File: config.mk
export PLATFORM = sky130hd
export DESIGN_NAME = hrun_decimator
export DESIGN_NICKNAME = d
export VERILOG_FILES = /design/src/rtl/hrun_pkg.sv /design/src/rtl/hrun_ctrl.sv /design/src/rtl/hrun_norm.sv /design/src/rtl/hrun_datapath.sv /design/src/rtl/hrun_decimator.sv
export SDC_FILE = /design/constraint.sdc
export NUM_CORES = 1
export LEC_CHECK = 0
export ABC_AREA = 1
export CAP_MARGIN = 0
export CORE_UTILIZATION = 25
export DETAILED_ROUTE_END_ITERATION = 8
export SYNTH_ARGS = -nofsm -noshare
export SYNTH_HDL_FRONTEND = slang
export SYNTH_SLANG_ARGS = --single-unit
File: constraint.sdc
create_clock -name clk -period 6 [get_ports clk]
set_clock_uncertainty 0.05 [all_clocks]
set_input_delay 1.2 -clock clk [delete_from_list [all_inputs] [get_ports clk]]
set_output_delay 1.2 -clock clk [all_outputs]
set_load 0.03 [all_outputs]
File: src/rtl/hrun_pkg.sv
package hrun_pkg;

  localparam int NUM_CH  = 3;
  localparam int LUMA_CH = 0;

  // Strobes from the run control to the datapath, valid in the current cycle
  typedef struct packed {
    logic clearAcc;   // line start: forget the partial run
    logic addPix;     // accept the presented pixel
    logic closeWin;   // presented pixel completes a run
    logic seedNext;   // presented pixel also opens the next run
  } hrun_strobe_t;

endpackage

File: src/rtl/hrun_ctrl.sv
module hrun_ctrl
  import hrun_pkg::*;
#(
  parameter int CODE_W = 6,
  parameter int CNT_W  = 7
) (
  input  logic              clk,
  input  logic              rstN,
  input  logic              lineStart,
  input  logic              inValid,
  input  logic [CODE_W-1:0] cfgRatio,
  input  logic              cfgNoOverlap,
  output hrun_strobe_t      strobe
);

  logic [CNT_W-1:0] tapCnt;
  logic [CNT_W-1:0] baseCnt;
  logic [CNT_W-1:0] nextCnt;
  logic [CNT_W-1:0] tapTarget;
  logic             closeNow;

  always_comb begin
    // taps per run: N + 1 - noOverlap = code + 2 - noOverlap
    tapTarget = CNT_W'(cfgRatio) + CNT_W'(2) - CNT_W'(cfgNoOverlap);
    baseCnt   = lineStart ? '0 : tapCnt;
    nextCnt   = baseCnt + CNT_W'(1);
    closeNow  = inValid && (nextCnt >= tapTarget);

    strobe.clearAcc = lineStart;
    strobe.addPix   = inValid;
    strobe.closeWin = closeNow;
    strobe.seedNext = closeNow && !cfgNoOverlap;
  end

  always_ff @(posedge clk) begin
    if (!rstN) begin
      tapCnt <= '0;
    end else if (closeNow) begin
      tapCnt <= cfgNoOverlap ? CNT_W'(0) : CNT_W'(1);
    end else if (inValid) begin
      tapCnt <= nextCnt;
    end else begin
      tapCnt <= baseCnt;
    end
  end

endmodule

File: src/rtl/hrun_norm.sv
module hrun_norm #(
  parameter int ACC_W   = 15,
  parameter int MULT_W  = 8,
  parameter int SHIFT_W = 4,
  parameter int PIX_W   = 8
) (
  input  logic [ACC_W-1:0]   sum,
  input  logic [MULT_W-1:0]  mult,
  input  logic [SHIFT_W-1:0] shift,
  output logic [PIX_W-1:0]   pix
);

  localparam int PROD_W = ACC_W + MULT_W;
  localparam int MAXV   = (1 << PIX_W) - 1;

  logic [PROD_W-1:0] prod;
  logic [PROD_W:0]   half;
  logic [PROD_W:0]   rounded;
  logic [PROD_W:0]   scaled;

  always_comb begin
    prod    = PROD_W'(sum) * PROD_W'(mult);
    half    = (shift == '0) ? '0 : ((PROD_W+1)'(1) << (shift - SHIFT_W'(1)));
    rounded = {1'b0, prod} + half;
    scaled  = rounded >> shift;
    if (scaled > (PROD_W+1)'(MAXV)) begin
      pix = PIX_W'(MAXV);
    end else begin
      pix = scaled[PIX_W-1:0];
    end
  end

endmodule

File: src/rtl/hrun_datapath.sv
module hrun_datapath
  import hrun_pkg::*;
#(
  parameter int PIX_W   = 8,
  parameter int ACC_W   = 15,
  parameter int MULT_W  = 8,
  parameter int SHIFT_W = 4
) (
  input  logic                           clk,
  input  logic                           rstN,
  input  hrun_strobe_t                   strobe,
  input  logic [NUM_CH-1:0][PIX_W-1:0]   inPix,
  input  logic [MULT_W-1:0]              lumaMult,
  input  logic [SHIFT_W-1:0]             lumaShift,
  input  logic [MULT_W-1:0]              chromaMult,
  input  logic [SHIFT_W-1:0]             chromaShift,
  output logic                           stageValid,
  output logic                           outValid,
  output logic [NUM_CH-1:0][PIX_W-1:0]   outPix
);

  always_ff @(posedge clk) begin
    if (!rstN) begin
      stageValid <= 1'b0;
      outValid   <= 1'b0;
    end else begin
      stageValid <= strobe.addPix && strobe.closeWin;
      outValid   <= stageValid;
    end
  end

  for (genvar ch = 0; ch < NUM_CH; ch++) begin : g_ch
    logic [ACC_W-1:0]   acc;
    logic [ACC_W-1:0]   baseAcc;
    logic [ACC_W-1:0]   winSum;
    logic [ACC_W-1:0]   sumReg;
    logic [MULT_W-1:0]  gainMult;
    logic [SHIFT_W-1:0] gainShift;
    logic [PIX_W-1:0]   normPix;

    if (ch == LUMA_CH) begin : g_luma
      assign gainMult  = lumaMult;
      assign gainShift = lumaShift;
    end else begin : g_chroma
      assign gainMult  = chromaMult;
      assign gainShift = chromaShift;
    end

    always_comb begin
      baseAcc = strobe.clearAcc ? '0 : acc;
      winSum  = baseAcc + ACC_W'(inPix[ch]);
    end

    always_ff @(posedge clk) begin
      if (!rstN) begin
        acc    <= '0;
        sumReg <= '0;
      end else if (strobe.addPix) begin
        if (strobe.closeWin) begin
          acc    <= strobe.seedNext ? ACC_W'(inPix[ch]) : '0;
          sumReg <= winSum;
        end else begin
          acc <= winSum;
        end
      end else begin
        acc <= baseAcc;
      end
    end

    hrun_norm #(
      .ACC_W  (ACC_W),
      .MULT_W (MULT_W),
      .SHIFT_W(SHIFT_W),
      .PIX_W  (PIX_W)
    ) u_norm (
      .sum  (sumReg),
      .mult (gainMult),
      .shift(gainShift),
      .pix  (normPix)
    );

    always_ff @(posedge clk) begin
      if (!rstN) begin
        outPix[ch] <= '0;
      end else if (stageValid) begin
        outPix[ch] <= normPix;
      end
    end
  end

endmodule

File: src/rtl/hrun_decimator.sv
module hrun_decimator
  import hrun_pkg::*;
#(
  parameter int PIX_W   = 8,
  parameter int CODE_W  = 6,
  parameter int MULT_W  = 8,
  parameter int SHIFT_W = 4
) (
  input  logic               clk,
  input  logic               rstN,
  input  logic               lineStart,
  input  logic               inValid,
  input  logic [PIX_W-1:0]   inY,
  input  logic [PIX_W-1:0]   inU,
  input  logic [PIX_W-1:0]   inV,
  input  logic [CODE_W-1:0]  cfgRatio,
  input  logic               cfgNoOverlap,
  input  logic [MULT_W-1:0]  cfgLumaMult,
  input  logic [SHIFT_W-1:0] cfgLumaShift,
  input  logic [MULT_W-1:0]  cfgChromaMult,
  input  logic [SHIFT_W-1:0] cfgChromaShift,
  output logic               outValid,
  output logic [PIX_W-1:0]   outY,
  output logic [PIX_W-1:0]   outU,
  output logic [PIX_W-1:0]   outV
);

  localparam int MAX_TAPS = (1 << CODE_W) + 1;
  localparam int ACC_W    = $clog2(MAX_TAPS * ((1 << PIX_W) - 1) + 1);
  localparam int CNT_W    = $clog2(MAX_TAPS + 1);

  hrun_strobe_t                 strobe;
  logic [NUM_CH-1:0][PIX_W-1:0] inPix;
  logic [NUM_CH-1:0][PIX_W-1:0] outPix;
  logic                         stageValid;

  assign inPix[0] = inY;
  assign inPix[1] = inU;
  assign inPix[2] = inV;

  hrun_ctrl #(
    .CODE_W(CODE_W),
    .CNT_W (CNT_W)
  ) u_ctrl (
    .clk         (clk),
    .rstN        (rstN),
    .lineStart   (lineStart),
    .inValid     (inValid),
    .cfgRatio    (cfgRatio),
    .cfgNoOverlap(cfgNoOverlap),
    .strobe      (strobe)
  );

  hrun_datapath #(
    .PIX_W  (PIX_W),
    .ACC_W  (ACC_W),
    .MULT_W (MULT_W),
    .SHIFT_W(SHIFT_W)
  ) u_dp (
    .clk        (clk),
    .rstN       (rstN),
    .strobe     (strobe),
    .inPix      (inPix),
    .lumaMult   (cfgLumaMult),
    .lumaShift  (cfgLumaShift),
    .chromaMult (cfgChromaMult),
    .chromaShift(cfgChromaShift),
    .stageValid (stageValid),
    .outValid   (outValid),
    .outPix     (outPix)
  );

  assign outY = outPix[0];
  assign outU = outPix[1];
  assign outV = outPix[2];

endmodule

# After elaboration in Yosys (flattened, before gate mapping)
# Cells that the tools add are included.
dict set report op_classes {
  n_addsub 11
  n_mul 3
  shifts 5
  muxes 21
  magnitude_cmp 4
  n_reduce_logical 7
}
# cell count
set ops {}
lappend ops {{15-bit two-way mux} 9}
lappend ops {{23-bit by 24-bit adder with 24-bit output} 3}
lappend ops {{24-bit by 8-bit > comparator with 1-bit output (second input constant)} 3}
lappend ops {{24-bit by 4-bit >> shifter with 24-bit output} 3}
lappend ops {{15-bit by 8-bit multiplier with 23-bit output} 3}
lappend ops {{24-bit two-way mux} 2}
lappend ops {{8-bit two-way mux} 6}
lappend ops {{1-bit by 4-bit << shifter with 24-bit output (first input constant)} 2}
lappend ops {{15-bit by 8-bit adder with 15-bit output} 3}
lappend ops {{7-bit two-way mux} 3}
lappend ops {{4-bit zero test} 2}
lappend ops {{4-bit by 1-bit subtractor with 4-bit output (second input constant)} 2}
lappend ops {{6-bit by 2-bit adder with 7-bit output (second input constant)} 1}
lappend ops {{7-bit by 1-bit adder with 7-bit output (second input constant)} 1}
lappend ops {{7-bit >= comparator} 1}
lappend ops {{7-bit by 1-bit subtractor with 7-bit output} 1}
lappend ops {{1-bit logical AND} 3}
lappend ops {{2-bit AND reduction} 1}
lappend ops {{1-bit zero test} 1}
lappend ops {{1-bit two-way mux} 1}
dict set report totals {
  input_bits 59
  elab_cells 63
  register_bits 123
}

# Longest topological paths before layout
dict set report depth {
  ltp_word 8
  depth_mapped 36
  ltp_nobuf 33
}

# Hierarchy
# From an unflattened synthesis, not the netlist that was laid out.
dict set report unflattened {
  hier_cells 4030
  hier_area_um2 25185.4
}
# module seq_area_each_um2 cells_per_inst n_inst area_each_um2
set modules_own_cells {}
lappend modules_own_cells {hrun_datapath 2322.2 1075 1 6706.4}
lappend modules_own_cells {{hrun_norm (u_dp.g_ch[1].u_norm)} 0.0 964 1 5910.7}
lappend modules_own_cells {{hrun_norm (u_dp.g_ch[2].u_norm)} 0.0 945 1 5900.7}
lappend modules_own_cells {{hrun_norm (u_dp.g_ch[0].u_norm)} 0.0 916 1 5804.3}
lappend modules_own_cells {hrun_ctrl 140.1 130 1 863.3}

# Least setup slack after synthesis
# Ideal clock, no wire load.
dict set report synth_path {
  path_kind {in2reg}
  startpoint {input port cfgChromaShift[1]}
  endpoint {register u_dp.outPix[23] (netlist name)}
  setup_ns 0.109
  slack_ns -0.197
  stages 30
  arrival_ns 6.038
  path_cell_list {clkbuf_1 > inv_1 > buf_2 > buf_1 > nor2_1 > inv_1 > nor2_1 > inv_1 > fa_1 > fa_1 > fa_1 > inv_1 > fa_1 > ha_1 > nand2_2 > inv_1 > a21oi_1 > nand2_2 > nand2_1 > nand2_1 > nand2_1 > nand3_1 > nand2_1 > nand2_1 > a21oi_2 > nand3_1 > a21oi_4 > nand3_1 > nand2_1 > inv_1}
}
dict set report synth_between {
  elab_chain_cells 7
  elab_cells_between_ends 8
  classes_between {add/sub: 2; order compare: 1; shift: 2; mux: 2; reduce/logical: 1}
}
# element line_no
set synth_rtl {}
lappend synth_rtl {{start, declared} hrun_decimator.sv:21} ;# input logic [SHIFT_W-1:0] cfgChromaShift,
lappend synth_rtl {{4-bit by 1-bit subtractor with 4-bit output} hrun_norm.sv:23} ;# half = (shift == '0) ? '0 : ((PROD_W+1)'(1) << (shift - SHIFT_W'(1)));
lappend synth_rtl {{1-bit by 4-bit << shifter with 24-bit output} hrun_norm.sv:23}
lappend synth_rtl {{24-bit two-way mux} hrun_norm.sv:23}
lappend synth_rtl {{23-bit by 24-bit adder with 24-bit output} hrun_norm.sv:24} ;# rounded = {1'b0, prod} + half;
lappend synth_rtl {{24-bit by 4-bit >> shifter with 24-bit output *} hrun_norm.sv:25} ;# scaled = rounded >> shift;
lappend synth_rtl {{24-bit by 8-bit > comparator with 1-bit output} hrun_norm.sv:26} ;# if (scaled > (PROD_W+1)'(MAXV)) begin
lappend synth_rtl {{8-bit two-way mux *} hrun_norm.sv:26}
lappend synth_rtl {{end signal, assigned by index} hrun_datapath.sv:86} ;# outPix[ch] <= normPix;
lappend synth_rtl {{end, declared} hrun_datapath.sv:19} ;# output logic [NUM_CH-1:0][PIX_W-1:0] outPix
# Mark *: on every way between the ends. The rest lies on a longest branch, timed or not.
# A chain may end at the register's enable or synchronous reset.

# Worst setup path in the final report
dict set report layout_path {
  startpoint {input port cfgChromaShift[1]}
  endpoint {register u_dp.outPix[10] (netlist name)}
}
# The elaborated chain is that of the path after synthesis.

==> reports/results.ini <==
[place]
io_buffers=83
dp.cells=5202
placed_cell_area_sq_um=28000
place.gp.congestion=0.881
dp_hpwl_um=56000

[critical_path]
critPathMaxStageDelay_ns=0.59
r2r_setup_slack_ns=0.88
cp.required_ns=6.30
worstPathArrival_ns=6.08
cp-start-kind=input port
crit_end=u_dp.outPix[10]
reg2reg_from=u_dp.g_ch[2].sumReg[1]
critPathSlowestCell=fa_1
end_kind=flop
r2r_cells=29
crit_type=in -> reg
crit_top_cell=nand2_1
crit_start=cfgChromaShift[1]
critPathMaxFanout=8
r2r-end=u_dp.outPix[17]

[cells_and_area]
final_core_util=0.314
fin_cells=5259
regArea_sq_um=2460
final_common_cell=nand2_1
nets=4508
num-fill-cells=10300
area_growth_syn_to_layout_pct=24.4
final_cell_mix=nand2_1 (1119), inv_1 (915), fa_1 (283)
final_cell_area_sq_um=29900
drive_gt1_frac=0.141
multi_input_area_sq_um=18300

[timing]
setup_viol=0
fmax_ghz=0.173
drv_slew=0
post-route-period-util=0.963
fin_crit_ns=5.78
relSlewSlack=0.338
tightest_slew_ns=0.992
hold_viol_final=0

[global_route]
antenna_found_initial=7
grt_first_pass_wirelength_um=112000
grt_overflow=0
grt_pass1_vias=22700
grtUsageTotal=0.139
grt_max_degree=57

[worst_hold_path]
min_path_type=reg -> reg

[routing]
routed_wl_um=71600
first_iter_violations=1359
viasPerCell=4.38
dr_total_vias=23000
dr.pass1.iters=5
ant_nets=0
wl_per_cell_um=13.6
drc_errors=0

[yosys]
async_reset_ff_frac=0
synth.avg_cell_area_sq_um=6.41
ys_types=52
ys_ff_latch=123
synthCells=3753
synth.cell_area_sq_um=24100
synth-edff-count=0
yosys_most_used_dff=dfxtp_1
ys_seq_area_frac=0.102
yosysWarnings=0

[floorplan]
core-area_sq_um=95200
die_height_um=312
die_area_sq_um=97500
io_pins=84
rows=113
die_x_um=312
start_util=0.253

[cts]
clk_path_buf_depth=2
clk_latency_ns=0.45
numCtsBuffers=17
htree_levels=4
numClockSinks=123
cts_root_buf=clkbuf_16
clk_pin_slew_ns=0.07
cts_tree=yes
hold_buffers=0

[power]
powerDensity_nw_per_um2=110
peakVddDrop_uv=209
p_leak_uw=0.0169
power_uw=3280

[run]
drv_cap=0

[outcome]
outcome=completed

-- metal layers --
layer	global-route usage	routed length [um]
met1	0.178	32100
met2	0.241	34600
met3	0.0208	3140
met4	0.0365	1690
met5	0	72
-- kinds of logic after synthesis --
group / count (synthesis) / share of synthesized area
adders and majority gates: 469 / 0.333
other: 1 / 0.000156
and+or+nand+nor: 1753 / 0.304
xor gates and xnor gates: 59 / 0.0215
muxes: 4 / 0.00166
DFF: 123 / 0.102
AOI/OAI and AO/OA: 245 / 0.0621
buffers and inverters: 1099 / 0.176
-- timing repair --
action / CTS / global route
buffers inserted: 0 / 13
pin swaps: 2 / 57
gates cloned: 0 / 11
setup endpoints to repair: 24 / 24
resized for setup: 31 / 204
-- per-stage QoR --
| step | hold slack [ns] | worst slack (ns) | TNS [ns] |
|---|---|---|---|
| 4_1_cts | 0.438 | 0.00313 | 0 |
| 3_3_place_gp | 0.422 | -0.856 | -18.18 |
| 6_report | 0.439 | 0.222 | 0 |
| 5_1_grt | 0.456 | -0.0262 | -0.219 |
| 2_1_floorplan | 0.411 | 0.00480 | 0 |
| 3_5_place_dp | 0.428 | -0.864 | -18.43 |
-- cell usage after synthesis (12+ instances only) --
master       n  share of area
o21ai_0     32         0.0067
nand3_2     12         0.0050
inv_1      924           0.14
nand2_1   1151           0.18
dfxtp_1    123           0.10
ha_1       184          0.096
nor2_1     174          0.027
o211ai_1    12         0.0037
a31oi_1     12         0.0031
a21oi_1    118          0.025
xnor2_1     22         0.0080
a221oi_1    21         0.0076
clkbuf_1   124          0.019
buf_1       15         0.0023
fa_1       285           0.24
nand3_1    325          0.068
buf_2       16         0.0033
nand2_2     14         0.0036
xor2_1      37          0.013
nand4_1     30         0.0078
nor3_1      17         0.0035
-- power breakdown --
group / switching (uW) / internal (uW)
sequential: 31.1 / 847
clock: 484 / 713
combinational: 693 / 512
total: 1210 / 2070
-- final cells by class --
cell class,count,share of cell area
timing repair buffer,369,0.113
sequential,123,0.0823
clock inverter,15,0.00748
multi-input combinational,2533,0.612
clock buffer,17,0.0142
antenna,1,0.0000836
tap,1265,0.0529
inverter,936,0.118
-- critical path: cells and delay by family --
kind,cells,cell delay (ns)
fa+ha+maj,5,2.36
simple gates,16,1.43
compound gates,1,0.31
buf+inv,8,0.74
-- flip-flops by register name (all words and copies together) (netlist names) --
name,count
u_ctrl.tapCnt,7
u_dp.stageValid,1
u_dp.outValid,1
u_dp.g_ch.acc,45
u_dp.outPix,24
u_dp.g_ch.sumReg,45
-- worst min-delay path by stage --
| stage | startpoint | to | slack [ns] | depth (start not counted) |
|---|---|---|---|---|
| final | u_dp.g_ch[0].acc[5] | u_dp.g_ch[0].acc[5] | 0.44 | 2 |
| after global placement | u_dp.g_ch[0].acc[14] | u_dp.g_ch[0].acc[14] | 0.42 | 2 |
| after detailed placement | u_dp.g_ch[0].acc[5] | u_dp.g_ch[0].acc[5] | 0.43 | 2 |
| after CTS | u_dp.g_ch[0].acc[5] | u_dp.g_ch[0].acc[5] | 0.44 | 2 |
| after global routing | u_dp.g_ch[1].acc[6] | u_dp.g_ch[1].acc[6] | 0.46 | 2 |
| after floorplan | u_dp.g_ch[0].acc[5] | u_dp.g_ch[0].acc[5] | 0.41 | 2 |
Power figures use the tool's default switching activity.
